===== src/rtl/swirq_port.sv =====
module swirq_port #(
  parameter int OFS_W  = 5,
  parameter int BUS_W  = 32,
  parameter int BYTE_W = 8,
  parameter logic [BYTE_W-1:0] ID_B0 = 8'h1A,
  parameter logic [BYTE_W-1:0] ID_B1 = 8'h07,
  parameter logic [BYTE_W-1:0] ID_B2 = 8'h0B,
  parameter logic [BYTE_W-1:0] ID_B3 = 8'hAB
) (
  input  logic              clk,
  input  logic              rst_n,
  input  logic              win_en,
  input  logic [OFS_W-1:0]  ofs,
  input  logic              rd_stb,
  input  logic              wr_stb,
  input  logic [BUS_W-1:0]  wr_data,
  input  logic [BYTE_W-1:0] irq_line,
  input  logic [BYTE_W-1:0] irq_pin,
  output logic [BUS_W-1:0]  rd_data,
  output logic              irq_out
);
  localparam logic [OFS_W-1:0] OFS_LINE = OFS_W'(4);
  localparam logic [OFS_W-1:0] OFS_PIN  = OFS_W'(5);
  localparam logic [OFS_W-1:0] OFS_TRIG = OFS_W'(6);
  localparam int PAD_W = BUS_W - BYTE_W;

  logic              pend;
  logic              rd_go, wr_go, rd_trig, wr_trig;
  logic [BYTE_W-1:0] rd_byte;
  logic [BYTE_W-1:0] wr_byte;

  assign rd_go   = win_en && rd_stb;
  assign wr_go   = win_en && wr_stb;
  assign rd_trig = rd_go && (ofs == OFS_TRIG);
  assign wr_trig = wr_go && (ofs == OFS_TRIG);
  assign wr_byte = wr_data[BYTE_W-1:0];

  always_comb begin
    rd_byte = '0;
    unique case (ofs)
      OFS_W'(0): rd_byte = ID_B0;
      OFS_W'(1): rd_byte = ID_B1;
      OFS_W'(2): rd_byte = ID_B2;
      OFS_W'(3): rd_byte = ID_B3;
      OFS_LINE:  rd_byte = irq_line;
      OFS_PIN:   rd_byte = irq_pin;
      OFS_TRIG:  rd_byte = BYTE_W'(pend);
      default:   rd_byte = '0;
    endcase
  end

  assign rd_data = rd_go ? {{PAD_W{1'b0}}, rd_byte} : '0;

  always_ff @(posedge clk) begin
    if (!rst_n)
      pend <= 1'b0;
    else if (pend)
      pend <= !rd_trig;
    else
      pend <= wr_trig;
  end

  assign irq_out = pend;

  logic unused_ok;
  assign unused_ok = ^wr_byte ^ ^wr_data[BUS_W-1:BYTE_W];

  a_r4_read_clears: assert property (@(posedge clk) disable iff (!rst_n)
    (rd_trig && irq_out) |=> !irq_out);
  a_r5_write_sets: assert property (@(posedge clk) disable iff (!rst_n)
    (wr_trig && !irq_out) |=> irq_out);
  a_r7_hold: assert property (@(posedge clk) disable iff (!rst_n)
    !(rd_trig || wr_trig) |=> $stable(irq_out));
  a_r9_window_off: assert property (@(posedge clk) disable iff (!rst_n)
    !win_en |-> (rd_data == '0) ##1 $stable(irq_out));
  a_r8_upper_zero: assert property (@(posedge clk) disable iff (!rst_n)
    rd_data[BUS_W-1:BYTE_W] == '0);
  a_r10_idle_zero: assert property (@(posedge clk) disable iff (!rst_n)
    !rd_stb |-> rd_data == '0);
  a_r11_clear_wins: assert property (@(posedge clk) disable iff (!rst_n)
    (rd_trig && wr_trig && irq_out) |=> !irq_out);
endmodule


===== config.mk =====
export PLATFORM = sky130hd
export DESIGN_NAME = swirq_port
export DESIGN_NICKNAME = d
export VERILOG_FILES = /design/src/rtl/swirq_port.sv
export SDC_FILE = /design/constraint.sdc
export NUM_CORES = 1
export LEC_CHECK = 0
export ABC_AREA = 1
export BUFFER_PORTS_ARGS = -buffer_cell sky130_fd_sc_hd__buf_2
export CAP_MARGIN = 20
export CORE_MARGIN = 2
export CORE_UTILIZATION = 31
export CTS_BUF_LIST = sky130_fd_sc_hd__clkbuf_4 sky130_fd_sc_hd__clkbuf_8
export DETAILED_ROUTE_END_ITERATION = 8
export PLACE_DENSITY = 0.88
export REMOVE_ABC_BUFFERS = 1
export SYNTH_ARGS = -nofsm -noshare
export SYNTH_HDL_FRONTEND = slang
export SYNTH_SLANG_ARGS = --single-unit
export TNS_END_PERCENT = 30

===== constraint.sdc =====
create_clock -name clk -period 1.2 [get_ports clk]
set_input_delay 0.06 -clock clk [delete_from_list [all_inputs] [get_ports clk]]
set_output_delay 0.06 -clock clk [all_outputs]
set_load 0.02 [all_outputs]

==> summary by stage <==
Die
The standard cell core area is 0.00175 mm^2. Measured along the y axis, the die boundary spans 47.1 um. The die covers 0.00222 mm^2. The cell row count is 15. The starting density of the core is 0.330. The count of boundary I/O pins is 91. The horizontal die dimension is 47.1 um.

Global routing
The leftover overflow at the end of global routing is 0. The wire length of the first global-routing pass is 1.72 mm. The number of antenna violations at the first check in global routing is 0. The via count of the first global-routing pass is 450.

The total routing usage reported by global routing is 0.101. Entering global routing, the biggest net connects 9 pins.

Setup path
The number of stages on the worst setup path is 9. Among cell families on the critical path, the largest total delay comes from simple AND/OR/NAND/NOR gates. The slowest stage of the critical path belongs to the cell sky130_fd_sc_hd__nor2_4. The critical path buffer and inverter count is 3. The data arrival time of the critical path is 1.00 ns. The worst setup path endpoint is rd_data[0]. The type of the worst setup path is in2out.

The largest fanout of any net on the critical path is 8. The worst setup path is captured at an output port. The maximum single-stage delay on the critical path is 0.19 ns. The number of cells traversed by the worst register-to-register path is 3.

The worst register-to-register path begins at irq_out. STA classifies the critical path startpoint as an input port. The signal on the critical path passes through buf_2, inv_2, nand2_1, nor2_4, nand3_1, nand2_1, nor2_1, nor2_1, buf_2. The most critical setup path has its startpoint at ofs[4]. Setup slack on the worst reg-to-reg path comes out at 0.52 ns. The required time of the worst setup path is 1.14 ns.

The destination of the worst register-to-register timing path is irq_out.

Synth
Yosys mapped a number of flops with a built-in enable equal to 0. The count of unique library cells instantiated by Yosys is 17. The instance count of the mapped netlist is 105. The dominant cell type by area after synthesis is sky130_fd_sc_hd__buf_4. The share of the Yosys chip area taken by registers is 0.0348. The share of synthesized area in the top cell type comes to 0.313. The count of synthesis-stage warnings from yosys is 0. The flip-flop cell with the highest count after synthesis is sky130_fd_sc_hd__dfxtp_1. The fraction of synthesis flops using an asynchronous set or reset pin is 0. After synthesis the netlist holds a flip-flop and latch count of 1. The most frequent cell after synthesis is sky130_fd_sc_hd__nand2_1. The synthesized netlist occupies a cell area of 576 um^2. By area the synthesized netlist is led by sky130_fd_sc_hd__buf_4 (31%), sky130_fd_sc_hd__nand2_1 (18%), sky130_fd_sc_hd__nand3_1 (12%). The average instance in the mapped netlist occupies 5.48 um^2. Sorting the synthesized cells by how often they occur yields sky130_fd_sc_hd__nand2_1 (28), sky130_fd_sc_hd__buf_4 (24), sky130_fd_sc_hd__nand3_1 (14).

Power
The portion of total power attributed to the clock network is 0. For this design the static power due to leakage is 0.000464 uW. In this run the power spent charging and discharging nets is 136 uW. Of the total power, combinational logic draws 0.845. IR analysis of the VDD net gives a maximum drop of 0.218 mV. The share of total power dissipated in sequential elements is 0.155. In this run the power density over the cells is 324 mW/mm^2. The fraction of power spent switching nets is 0.615. The internal power consumption is 85.1 uW.

The completed layout was analyzed and its total power is 221 uW.

Timing
The minimum clock period is 1.06 ns. Setup total negative slack on the finished layout was measured at 0 ns. The number of pins with negative max-slew slack in the final report was 0. The highest clock rate is 945 MHz. The number of setup violations in the final report is 0.

Setup repair after global routing left no endpoint under its margin. The final hold violation count is 0. The share of the clock period used by the worst path after layout is 0.882. The clock skew is 0 ns.

Status
The run finished with clean final reports.

CTS
In this run, post-CTS repair resized a total of 0 instances. For this design, the CTS-stage hold fixing added 0 buffers. The later-pin clock latency in the skew report is 0 ns. Clock-pin slew was measured on the worst setup and hold paths at 0 ns. The buffers inserted during post-CTS setup optimization is 0.

Run
Max-cap violations in this run came to 0.

Layout
In the final layout, the share of cells above drive strength 1 is 0.348. The number of nets in the layout is 198. Relative to the synthesized area, the layout overhead comes to 18.7%. Once layout is done, the placed cells without fillers occupy 683 um^2. The number of filler instances in the final layout is 213. The number of flip-flops in the largest register was 1. The repair_antennas step left the layout with diodes totalling 0.

Place
The final HPWL from detailed placement is 1.06 mm. The post-place instance area is 683 um^2. Routability-driven placement finished with a final weighted congestion of 0.784.

Port buffering added 34 buffers.

Min path
The path class of the tightest hold or removal check is in2reg.

Routing
Before antenna repair, the detailed router went through 4 iterations. The remaining design rule violation count is 0. The average wire length per cell after detail routing is 7.26 um.

The number of vias after detailed routing is 617. The sum of routed wire length over all layers is 1.18 mm. The post-detailed-route via-to-cell ratio is 3.79.

The sum of met2 wire segment lengths after detailed routing is 595 um. In the final routing, the length of wire on met1 measures 484 um. The DRC marker count from the first detailed-route iteration is 4.

The uppermost layer routed is met3. The number of nets with antenna violations after routing is 0. In the detailed route, the total length drawn on met3 is 103 um.
==> power groups by stage <==
stage	clock [uW]	combinational, uW	sequential [uW]
2_1_floorplan	0	125	34.7
3_3_place_gp	0	184	34.3
3_5_place_dp	0	186	34.3
4_1_cts	0	187	34.3
5_1_grt	0	209	34.4
6_report	0	187	34.3
==> worst reg2reg max path, cell delays in order, from the launching register on <==
cell,delay [ns]
sky130_fd_sc_hd__dfxtp_1,0.32
sky130_fd_sc_hd__nand3_1,0.10
sky130_fd_sc_hd__nor2_1,0.10
sky130_fd_sc_hd__nor2_1,0.05
==> stage by stage <==
| stage | util | worst slack [ns] | hold WS (ns) | instances |
|---|---|---|---|---|
| detailed placement | 0.391 | 0.146 | 0.284 | 163 |
| global placement | 0.391 | 0.159 | 0.284 | 163 |
| floorplan | - | 0.202 | 0.180 | 104 |
| global route | 0.391 | 0.0297 | 0.325 | 163 |
| finish | 0.391 | 0.142 | 0.282 | 163 |
| CTS | 0.391 | 0.139 | 0.284 | 163 |
==> placed cells by master (no fill, tap or decap) <==
cell type / Yosys / final
sky130_fd_sc_hd__buf_2: 0 / 34
sky130_fd_sc_hd__nand2_1: 28 / 28
sky130_fd_sc_hd__conb_1: 1 / 24
sky130_fd_sc_hd__nand3_1: 14 / 14
sky130_fd_sc_hd__inv_1: 11 / 11
sky130_fd_sc_hd__nor2_1: 7 / 7
sky130_fd_sc_hd__inv_2: 5 / 5
sky130_fd_sc_hd__nor2_4: 4 / 4
sky130_fd_sc_hd__nand2_2: 2 / 2
sky130_fd_sc_hd__nand4_1: 2 / 2
sky130_fd_sc_hd__nand3_2: 1 / 1
sky130_fd_sc_hd__clkinv_1: 1 / 1
sky130_fd_sc_hd__o21ai_1: 1 / 1
sky130_fd_sc_hd__clkinv_2: 1 / 1
sky130_fd_sc_hd__a21oi_2: 1 / 1
sky130_fd_sc_hd__nand3b_1: 1 / 1
sky130_fd_sc_hd__dfxtp_1: 1 / 1
==> cell type report <==
cell class / instances / area (um^2) / share of cell area
multi-input combinational: 85 / 393 / 0.575
timing repair buffer: 34 / 170 / 0.249
inverter: 18 / 68.8 / 0.101
tap: 25 / 31.3 / 0.0458
sequential: 1 / 20.0 / 0.0293
==> how the worst min path moves through the flow <==
stage | to | slack, ns | cells past startpoint | from
2_1_floorplan | irq_out | 0.18 | 2 | rst_n
4_1_cts | irq_out | 0.28 | 3 | rst_n
3_5_place_dp | irq_out | 0.28 | 3 | rst_n
6_report | irq_out | 0.28 | 3 | rst_n
3_3_place_gp | irq_out | 0.28 | 3 | rst_n
5_1_grt | irq_out | 0.32 | 3 | rst_n
==> logic make-up after synthesis <==
logic type,synth area share
compound gates,0.0239
buf+inv,0.433
flops,0.0348
other cells,0.00652
simple gates,0.502
==> metal layers <==
metal | track usage | up-vias
met5 | 0 | -
met4 | 0 | 0
met3 | 0 | 0
met2 | 0.195 | 30
met1 | 0.134 | 247
li1 | - | 340
Note: power is estimated with default switching activity, not from simulation.
